<file path="src/rtl/pfd_lock.sv">
module pfd_lock #(
  parameter int NCH       = 2,
  parameter int CNT_W     = 6,
  parameter int UNLOCK_TH = 2,
  parameter int LOCK_TH   = 4,
  parameter int LOCK_RUNS = 3,
  parameter int SOFT_LIM  = 2
) (
  input  logic           clk,
  input  logic           rst_n,
  input  logic [NCH-1:0] ref_in,
  input  logic [NCH-1:0] fb_in,
  input  logic [NCH-1:0] pol,
  input  logic [NCH-1:0] psave,
  output logic [NCH-1:0] pump_up,
  output logic [NCH-1:0] pump_dn,
  output logic [NCH-1:0] drive_en,
  output logic           ld
);
  localparam int RUN_W = $clog2(LOCK_RUNS + 1);
  localparam logic [CNT_W-1:0] UNL  = CNT_W'(UNLOCK_TH);
  localparam logic [CNT_W-1:0] LKT  = CNT_W'(LOCK_TH);
  localparam logic [CNT_W-1:0] SLIM = CNT_W'(SOFT_LIM);
  localparam logic [RUN_W-1:0] RUNS = RUN_W'(LOCK_RUNS);

  logic [NCH-1:0] ch_ok;

  for (genvar g = 0; g < NCH; g++) begin : gen_ch
    logic             ref_d, fb_d, up_q, dn_q, lock_q, soft_q;
    logic [CNT_W-1:0] err_q;
    logic [RUN_W-1:0] run_q;

    wire ref_e = ref_in[g] & ~ref_d;
    wire fb_e  = fb_in[g] & ~fb_d;
    wire done  = up_q & dn_q;
    wire split = up_q ^ dn_q;
    wire [CNT_W-1:0] err_inc = (err_q == '1) ? err_q : err_q + 1'b1;
    wire             good    = err_q <= LKT;
    wire [RUN_W-1:0] run_nxt = !good ? '0 : (run_q == RUNS) ? run_q : run_q + 1'b1;
    wire             mask    = soft_q & (err_q >= SLIM);
    wire             act     = ~psave[g] & ~mask;
    wire             a       = up_q & act;
    wire             b       = dn_q & act;

    always_ff @(posedge clk) begin
      if (!rst_n) begin
        ref_d <= 1'b0; fb_d <= 1'b0; up_q <= 1'b0; dn_q <= 1'b0;
        lock_q <= 1'b0; soft_q <= 1'b0; err_q <= '0; run_q <= '0;
      end else begin
        ref_d <= ref_in[g];
        fb_d  <= fb_in[g];
        if (psave[g]) begin
          up_q <= 1'b0; dn_q <= 1'b0; err_q <= '0; run_q <= '0;
          lock_q <= 1'b0; soft_q <= 1'b1;
        end else if (done) begin
          up_q  <= ref_e;
          dn_q  <= fb_e;
          err_q <= '0;
          run_q <= run_nxt;
          soft_q <= 1'b0;
          if (run_nxt >= RUNS && err_q < UNL) lock_q <= 1'b1;
        end else begin
          up_q <= up_q | ref_e;
          dn_q <= dn_q | fb_e;
          if (split) begin
            err_q <= err_inc;
            if (err_inc >= UNL) lock_q <= 1'b0;
          end
        end
      end
    end

    assign pump_up[g]  = pol[g] ? a : b;
    assign pump_dn[g]  = pol[g] ? b : a;
    assign drive_en[g] = a | b;
    assign ch_ok[g]    = lock_q | psave[g];


    both_clear_chk: assert property (@(posedge clk) disable iff (!rst_n)
      (done && !(ref_e && fb_e)) |=> !(up_q && dn_q));

    pending_hold_chk: assert property (@(posedge clk) disable iff (!rst_n)
      (up_q && !dn_q && !psave[g]) |=> up_q);

    unlock_hold_chk: assert property (@(posedge clk) disable iff (!rst_n)
      (err_q >= UNL) |-> !lock_q);

    lock_at_end_chk: assert property (@(posedge clk) disable iff (!rst_n)
      $rose(lock_q) |-> $past(done));

    psave_quiet_chk: assert property (@(posedge clk) disable iff (!rst_n)
      psave[g] |-> (!pump_up[g] && !pump_dn[g] && !drive_en[g]));
  end

  assign ld = &ch_ok;
endmodule

</file>
<file path="config.mk">
export PLATFORM = sky130hd
export DESIGN_NAME = pfd_lock
export DESIGN_NICKNAME = d
export VERILOG_FILES = /design/src/rtl/pfd_lock.sv
export SDC_FILE = /design/constraint.sdc
export NUM_CORES = 1
export LEC_CHECK = 0
export ABC_AREA = 1
export BUFFER_PORTS_ARGS = -buffer_cell sky130_fd_sc_hd__buf_2
export CORE_UTILIZATION = 30
export CTS_BUF_LIST = sky130_fd_sc_hd__clkbuf_16
export DETAILED_ROUTE_END_ITERATION = 10
export PLACE_DENSITY = 0.51
export SYNTH_ARGS = -nofsm -noshare
export SYNTH_HDL_FRONTEND = slang
export SYNTH_SLANG_ARGS = --single-unit
</file>
<file path="constraint.sdc">
create_clock -name clk -period 2 [get_ports clk]
set_clock_uncertainty 0.1 [all_clocks]
set_input_delay 0.5 -clock clk [delete_from_list [all_inputs] [get_ports clk]]
set_output_delay 0.5 -clock clk [all_outputs]
set_load 0.01 [all_outputs]
</file>
# --- Word-level counts from Yosys, hierarchy flattened ---
# Cells that the tools add are included.
classes:
  addsub: 4
  n_lt_le_gt_ge: 10
  n_eq_ne: 6
  n_mux: 26
  bitwise_logic: 33
  n_reduce_logical: 15
op_table:
  columns: ["operator", "n"]
  rows:
  - [">= comparator 6 x 2 -> 1 bit, second input constant", 4]
  - ["2-to-1 mux 1 bit", 20]
  - ["AND 1 bit", 14]
  - ["adder 6 x 1 -> 6 bit, second input constant", 2]
  - ["equality test 6 bit, second input constant", 2]
  - ["<= comparator 6 x 3 -> 1 bit, second input constant", 2]
  - ["less-than comparator 6 x 2 -> 1 bit, second input constant", 2]
  - ["2-to-1 mux 6 bit", 2]
  - ["nonzero test 2 bit", 6]
  - ["inverter 1 bit", 9]
  - ["2-to-1 mux 2 bit", 4]
  - ["bitwise OR 1 bit", 8]
  - ["AND reduction 3 bit", 2]
  - ["OR reduction 3 bit", 2]
  - ["adder 2 x 1 -> 2 bit, second input constant", 2]
  - ["equality test 2 bit, second input constant", 2]
  - [">= comparator 2 bit, second input constant", 2]
  - ["inequality test 2 x 1 -> 1 bit, second input constant", 2]
  - ["OR reduction 2 bit", 2]
  - ["logical AND 1 bit", 2]
  - ["AND reduction 2 bit", 1]
  - ["bitwise XOR 1 bit", 2]
totals:
  ff_bits: 28
  inputBits: 10
  out_inout_bits: 7
  word_cells: 110

# --- Logic depth before layout (Yosys ltp) ---
logic_depth:
  ltp_word: 7
  mapped_depth: 9

# --- Worst setup path before layout ---
# OpenSTA, ideal clock, no wires.
synth_path:
  path_kind: "reg-to-output"
  from: "register gen_ch[0].err_q[4]"
  to: "output pump_up[0]"
  t_arrival_ps: 1043
  t_required_ps: 1400
  slack_ps: 357
  stages_incl_launch_ff: 6
  path_cell_list: "dfxtp_1 -> inv_1 -> nand3_1 -> o21ai_0 -> nand3_1 -> mux2i_1"
synth_between:
  elab_chain_len: 6
synth_rtl:
  columns: ["element", "line_no", "text"]
  rows:
  - ["from (decl)", "30", "logic [CNT_W-1:0] err_q;"]
  - ["from (signal assigned)", "66", "err_q <= err_inc;"]
  - [">= comparator 6 x 2 -> 1 bit *", "40", "wire mask = soft_q & (err_q >= SLIM);"]
  - ["AND 1 bit *", "40", null]
  - ["inverter 1 bit *", "41", "wire act = ~psave[g] & ~mask;"]
  - ["AND 1 bit *", "41", null]
  - ["AND 1 bit (on tied branches)", "43, 42", null]
  - ["2-to-1 mux 1 bit *", "73", "assign pump_up[g] = pol[g] ? a : b;"]
  - ["to (decl)", "15", "output logic [NCH-1:0] pump_up,"]
# Every way passes the cells marked *; elsewhere a longest branch is shown, timed or not.

# --- Final worst setup path ---
layout_path:
  from: "register gen_ch[1].err_q[3]"
  to: "output pump_dn[1]"
layout_between:
  elab_chain_len: 6
layout_rtl:
  columns: ["element", "line_no", "text"]
  rows:
  - ["from (decl)", "30", null]
  - ["from (signal assigned)", "66", null]
  - [">= comparator 6 x 2 -> 1 bit *", "40", null]
  - ["AND 1 bit *", "40", null]
  - ["inverter 1 bit *", "41", null]
  - ["AND 1 bit *", "41", null]
  - ["AND 1 bit (on tied branches)", "42, 43", null]
  - ["2-to-1 mux 1 bit *", "74", "assign pump_dn[g] = pol[g] ? b : a;"]
  - ["to (decl)", "16", "output logic [NCH-1:0] pump_dn,"]
# Marks and branches as above.

==> report_table.html <==
<table>
<tr><th>Metric</th><th>Value</th></tr>
<tr><th colspan="2">Critical path</th></tr>
<tr><td>Register-to-Register Setup Slack</td><td>350 ps</td></tr>
<tr><td>Arrival time at the worst endpoint</td><td>1360 ps</td></tr>
<tr><td>Cell count of the worst reg-to-reg path</td><td>7</td></tr>
<tr><td>Cell Chain, Critical Path</td><td>inv_2, nand3_4, o21ai_4, nand3_2, mux2i_1, buf_2</td></tr>
<tr><td>Longest individual stage delay on the worst path</td><td>340 ps</td></tr>
<tr><td>CP startpoint kind</td><td>flop</td></tr>
<tr><td>Top fanout value on the critical path</td><td>4</td></tr>
<tr><td>Critical Path End Type</td><td>primary output</td></tr>
<tr><td>Required arrival time at the worst endpoint</td><td>1400 ps</td></tr>
<tr><td>CP max stage cell</td><td>dfxtp_2</td></tr>
<tr><td>Critical path type</td><td>reg -&gt; out</td></tr>
<tr><th colspan="2">Synthesis</th></tr>
<tr><td>Synth Net Count</td><td>235</td></tr>
<tr><td>Post-synth top cells</td><td>inv_1, nand2_1, dfxtp_1, nor2_1, nand3_1</td></tr>
<tr><td>Cell with the most instances after synthesis</td><td>inv_1</td></tr>
<tr><td>Share of the synthesized area in the top cell type</td><td>37.09%</td></tr>
<tr><td>Sequential area share after synthesis</td><td>37.09%</td></tr>
<tr><td>Proportion of register bits with asynchronous set or reset after synthesis</td><td>0%</td></tr>
<tr><td>Number of flip-flops and latches in the synthesized netlist</td><td>28</td></tr>
<tr><td>Number of enable flip-flop cells after synthesis</td><td>0</td></tr>
<tr><td>Gate count after technology mapping</td><td>217</td></tr>
<tr><td>Area of the mapped netlist</td><td>1511 um2</td></tr>
<tr><td>Yosys Warn Count</td><td>0</td></tr>
<tr><td>Most used DFF post-synth</td><td>dfxtp_1</td></tr>
<tr><td>Main area contributors after synthesis</td><td>dfxtp_1, inv_1, nand2_1</td></tr>
<tr><td>Count of distinct cell types in the synthesized netlist</td><td>26</td></tr>
<tr><td>Post-Syn Area per Cell</td><td>6.965 um2</td></tr>
<tr><td>Most area-hungry cell type in the Yosys netlist</td><td>dfxtp_1</td></tr>
<tr><th colspan="2">CTS</th></tr>
<tr><td>Clock insertion delay at the later pin of the skew report</td><td>260 ps</td></tr>
<tr><td>Library cell used as clock root buffer</td><td>clkbuf_16</td></tr>
<tr><td>Quantity of hold-fixing buffers added after cts</td><td>0</td></tr>
<tr><td>Buffer levels on the longest clock path</td><td>2</td></tr>
<tr><td>Clock Pin Slew Worst Setup and Hold Paths</td><td>70 ps</td></tr>
<tr><td>CTS H-tree lvls</td><td>1</td></tr>
<tr><td>Clock sink count</td><td>28</td></tr>
<tr><td>Number of buffers inserted during clock tree synthesis</td><td>3</td></tr>
<tr><td>TritonCTS clock tree</td><td>built</td></tr>
<tr><th colspan="2">STA</th></tr>
<tr><td>Final Max Tran Viols</td><td>0</td></tr>
<tr><td>Hold slack final</td><td>329.5 ps</td></tr>
<tr><td>Number of failing setup endpoints in the final timing report</td><td>0</td></tr>
<tr><td>Number of failing hold endpoints at the final stage</td><td>0</td></tr>
<tr><td>Maximum operating frequency</td><td>510.2 MHz</td></tr>
<tr><td>Fin crit period</td><td>1960 ps</td></tr>
<tr><td>Final cycle utilization of the critical path</td><td>98.00%</td></tr>
<tr><td>Slew at the pin closest to its max-slew limit</td><td>279.1 ps</td></tr>
<tr><td>Setup repair after global routing missed its margin</td><td>true</td></tr>
<tr><td>Worst-case headroom to the max-slew limit</td><td>81.37%</td></tr>
<tr><td>PnR worst setup slack</td><td>39.95 ps</td></tr>
<tr><th colspan="2">Placement</th></tr>
<tr><td>Placed Cells incl. Taps</td><td>301</td></tr>
<tr><td>Setup Slack @ Placement</td><td>169.2 ps</td></tr>
<tr><td>Total half-perimeter wirelength after legalization and detailed placement</td><td>2.399 mm</td></tr>
<tr><td>Final RePlAce weighted congestion</td><td>0.7721</td></tr>
<tr><td>Port-buffer cells</td><td>16</td></tr>
<tr><th colspan="2">Routing</th></tr>
<tr><td>Detailed-route DRC error count</td><td>0</td></tr>
<tr><td>Number of nets with antenna violations after detailed routing</td><td>0</td></tr>
<tr><td>Length of the first detailed-routing pass in iterations</td><td>5</td></tr>
<tr><td>Vias</td><td>1398</td></tr>
<tr><td>Initial DRC count</td><td>55</td></tr>
<tr><td>Wire length per cell after detailed routing</td><td>10.61 um</td></tr>
<tr><td>Total wirelength of the detailed-routed design</td><td>3.311 mm</td></tr>
<tr><td>Post-detailed-route via-to-cell ratio</td><td>4.481</td></tr>
<tr><th colspan="2">Power and ir drop</th></tr>
<tr><td>Power dissipated by switching net loads</td><td>335.3 uW</td></tr>
<tr><td>Clock group share of total power</td><td>42.6%</td></tr>
<tr><td>Pwr/cell area</td><td>720.1 nW/um2</td></tr>
<tr><td>Static leakage power</td><td>0.0009352 uW</td></tr>
<tr><td>Worst IR Drop VDD</td><td>0.5499 mV</td></tr>
<tr><td>Internal power of the cells</td><td>1058 uW</td></tr>
<tr><td>Sw Ratio</td><td>24.06%</td></tr>
<tr><td>Sequential power share</td><td>43.2%</td></tr>
<tr><td>Part of the power in combinational logic</td><td>14.1%</td></tr>
<tr><th colspan="2">Floorplan</th></tr>
<tr><td># IOs</td><td>17</td></tr>
<tr><td>Die Span Y</td><td>72.98 um</td></tr>
<tr><td>Area of the core region</td><td>4786 um2</td></tr>
<tr><td>Die width</td><td>72.98 um</td></tr>
<tr><td>Die area</td><td>5326 um2</td></tr>
<tr><td>Starting Density</td><td>31.58%</td></tr>
<tr><td>Number of standard-cell rows in the floorplan</td><td>25</td></tr>
<tr><th colspan="2">GRT</th></tr>
<tr><td>Initial antenna violation count</td><td>0</td></tr>
<tr><td>Pin count of the biggest net entering global routing</td><td>17</td></tr>
<tr><td>Overflow left after global routing</td><td>0</td></tr>
<tr><td>Number of global-route vias before repair</td><td>1293</td></tr>
<tr><td>Wire length of the first global-routing pass</td><td>5.671 mm</td></tr>
<tr><td>Gr usage total</td><td>13.49%</td></tr>
<tr><th colspan="2">Job</th></tr>
<tr><td>Max_cap viols</td><td>0</td></tr>
<tr><th colspan="2">Worst hold path</th></tr>
<tr><td>Worst hold stages</td><td>3</td></tr>
<tr><td>HP Class</td><td>in -&gt; reg</td></tr>
<tr><th colspan="2">Layout</th></tr>
<tr><td>Fraction of final layout cells with drive strength greater than 1</td><td>25.31%</td></tr>
<tr><td>Non-Filler Instances</td><td>312</td></tr>
<tr><td>Layout overhead on the synthesized area</td><td>28.06%</td></tr>
<tr><td>Diode count</td><td>0</td></tr>
<tr><td>Number of nets at the end of the flow</td><td>264</td></tr>
<tr><th colspan="2">Run status</th></tr>
<tr><td>Result of the run</td><td>finished clean</td></tr>
</table>
power by group through the flow:
stage | Combinational [uW] | Clock (uW) | Sequential [uW]
global placement | 166 | 0 | 611
CTS | 171 | 617 | 599
floorplan | 115 | 0 | 607
detailed placement | 165 | 0 | 611
global route | 224 | 635 | 605
finish | 197 | 594 | 603
layer usage:
metal / vias up / wire length (um) / global-route usage, %
li1: 753 / - / -
met1: 622 / 1606 / 17.50
met2: 21 / 1590 / 22.84
met3: 2 / 96 / 3.315
met4: 0 / 18 / 2.397
met5: - / 0 / 0
layout by cell type, fill, tap and decap left out, types with 2 or more instances in the layout:
cell type / netlist / routed
inv_1: 46 / 38
nand2_1: 36 / 34
nor2_1: 23 / 23
dfxtp_1: 28 / 20
buf_2: 0 / 16
a21oi_1: 13 / 13
o21ai_0: 13 / 12
nand3_1: 16 / 10
ha_1: 8 / 8
buf_4: 0 / 8
inv_2: 2 / 7
dfxtp_2: 0 / 6
o21ai_1: 6 / 5
nand2_2: 2 / 4
nand3_2: 0 / 4
mux2i_1: 4 / 4
inv_4: 0 / 3
clkbuf_16: 0 / 3
nand3_4: 0 / 2
o21ai_4: 0 / 2
nor2_4: 2 / 2
nand4_1: 2 / 2
o211ai_1: 2 / 2
o32ai_1: 2 / 2
xor2_1: 2 / 2
nand3b_1: 2 / 2
dfxtp_4: 0 / 2
critical path: cells and delay by family, from the launching register on:
kind            cells  cell delay [ps]
buf+inv             2              230
simple gates        2              210
mux                 1              130
flops               1              340
compound gates      1              180
cells by family (layout without fill, tap and decap cells):
kind of cell / count (synthesis) / after routing / share of synthesized area (%)
buffers and inverters: 49 / 77 / 12.25
AO/OA/AOI/OAI: 41 / 41 / 15.40
multiplexers: 4 / 4 / 2.649
flip-flops: 28 / 28 / 37.09
adder cells (fa/ha/maj): 8 / 8 / 6.623
AND/OR/NAND/NOR: 85 / 85 / 24.83
XOR/XNOR: 2 / 2 / 1.159
final timing paths:
kind                            from                  to
setup / recovery  gen_ch[1].err_q[3]          pump_dn[1]
hold / removal              fb_in[1]      gen_ch[1].fb_d
setup reg to reg      gen_ch[0].up_q  gen_ch[0].err_q[2]
hold reg to reg       gen_ch[0].fb_d      gen_ch[0].dn_q
layout make-up:
cell class,count,area [um2]
clock buffer,3,75.07
clock inverter,1,30.03
fill,518,2850
inverter,49,192.7
multi-input combinational,140,838.3
sequential,28,575.6
tap,67,83.83
timing repair buffer,24,140.1
state kept, by name (all words and copies together) (netlist names):
name and count:
gen_ch.lock_q 2, gen_ch.fb_d 2, gen_ch.soft_q 2, gen_ch.ref_d 2
gen_ch.dn_q 2, gen_ch.run_q 4, gen_ch.up_q 2, gen_ch.err_q 12
through the flow:
step / instance area, um2 / power [uW] / setup TNS, ps / util [%]
final: 1936 / 1394 / 0 / 40.44
after floorplan: 1511 / 721.8 / 0 / -
after global placement: 1683 / 776.6 / 0 / 35.16
after detailed placement: 1683 / 775.8 / 0 / 35.16
after CTS: 1805 / 1387 / 0 / 37.73
after global routing: 1936 / 1465 / -81.85 / 40.44
what timing repair did:
item,in CTS,in global routing
resized for setup,6,30
setup buffers,0,7
endpoints found under the setup margin,6,6
pin swaps,0,4
Note: power is estimated with default switching activity, not from simulation.
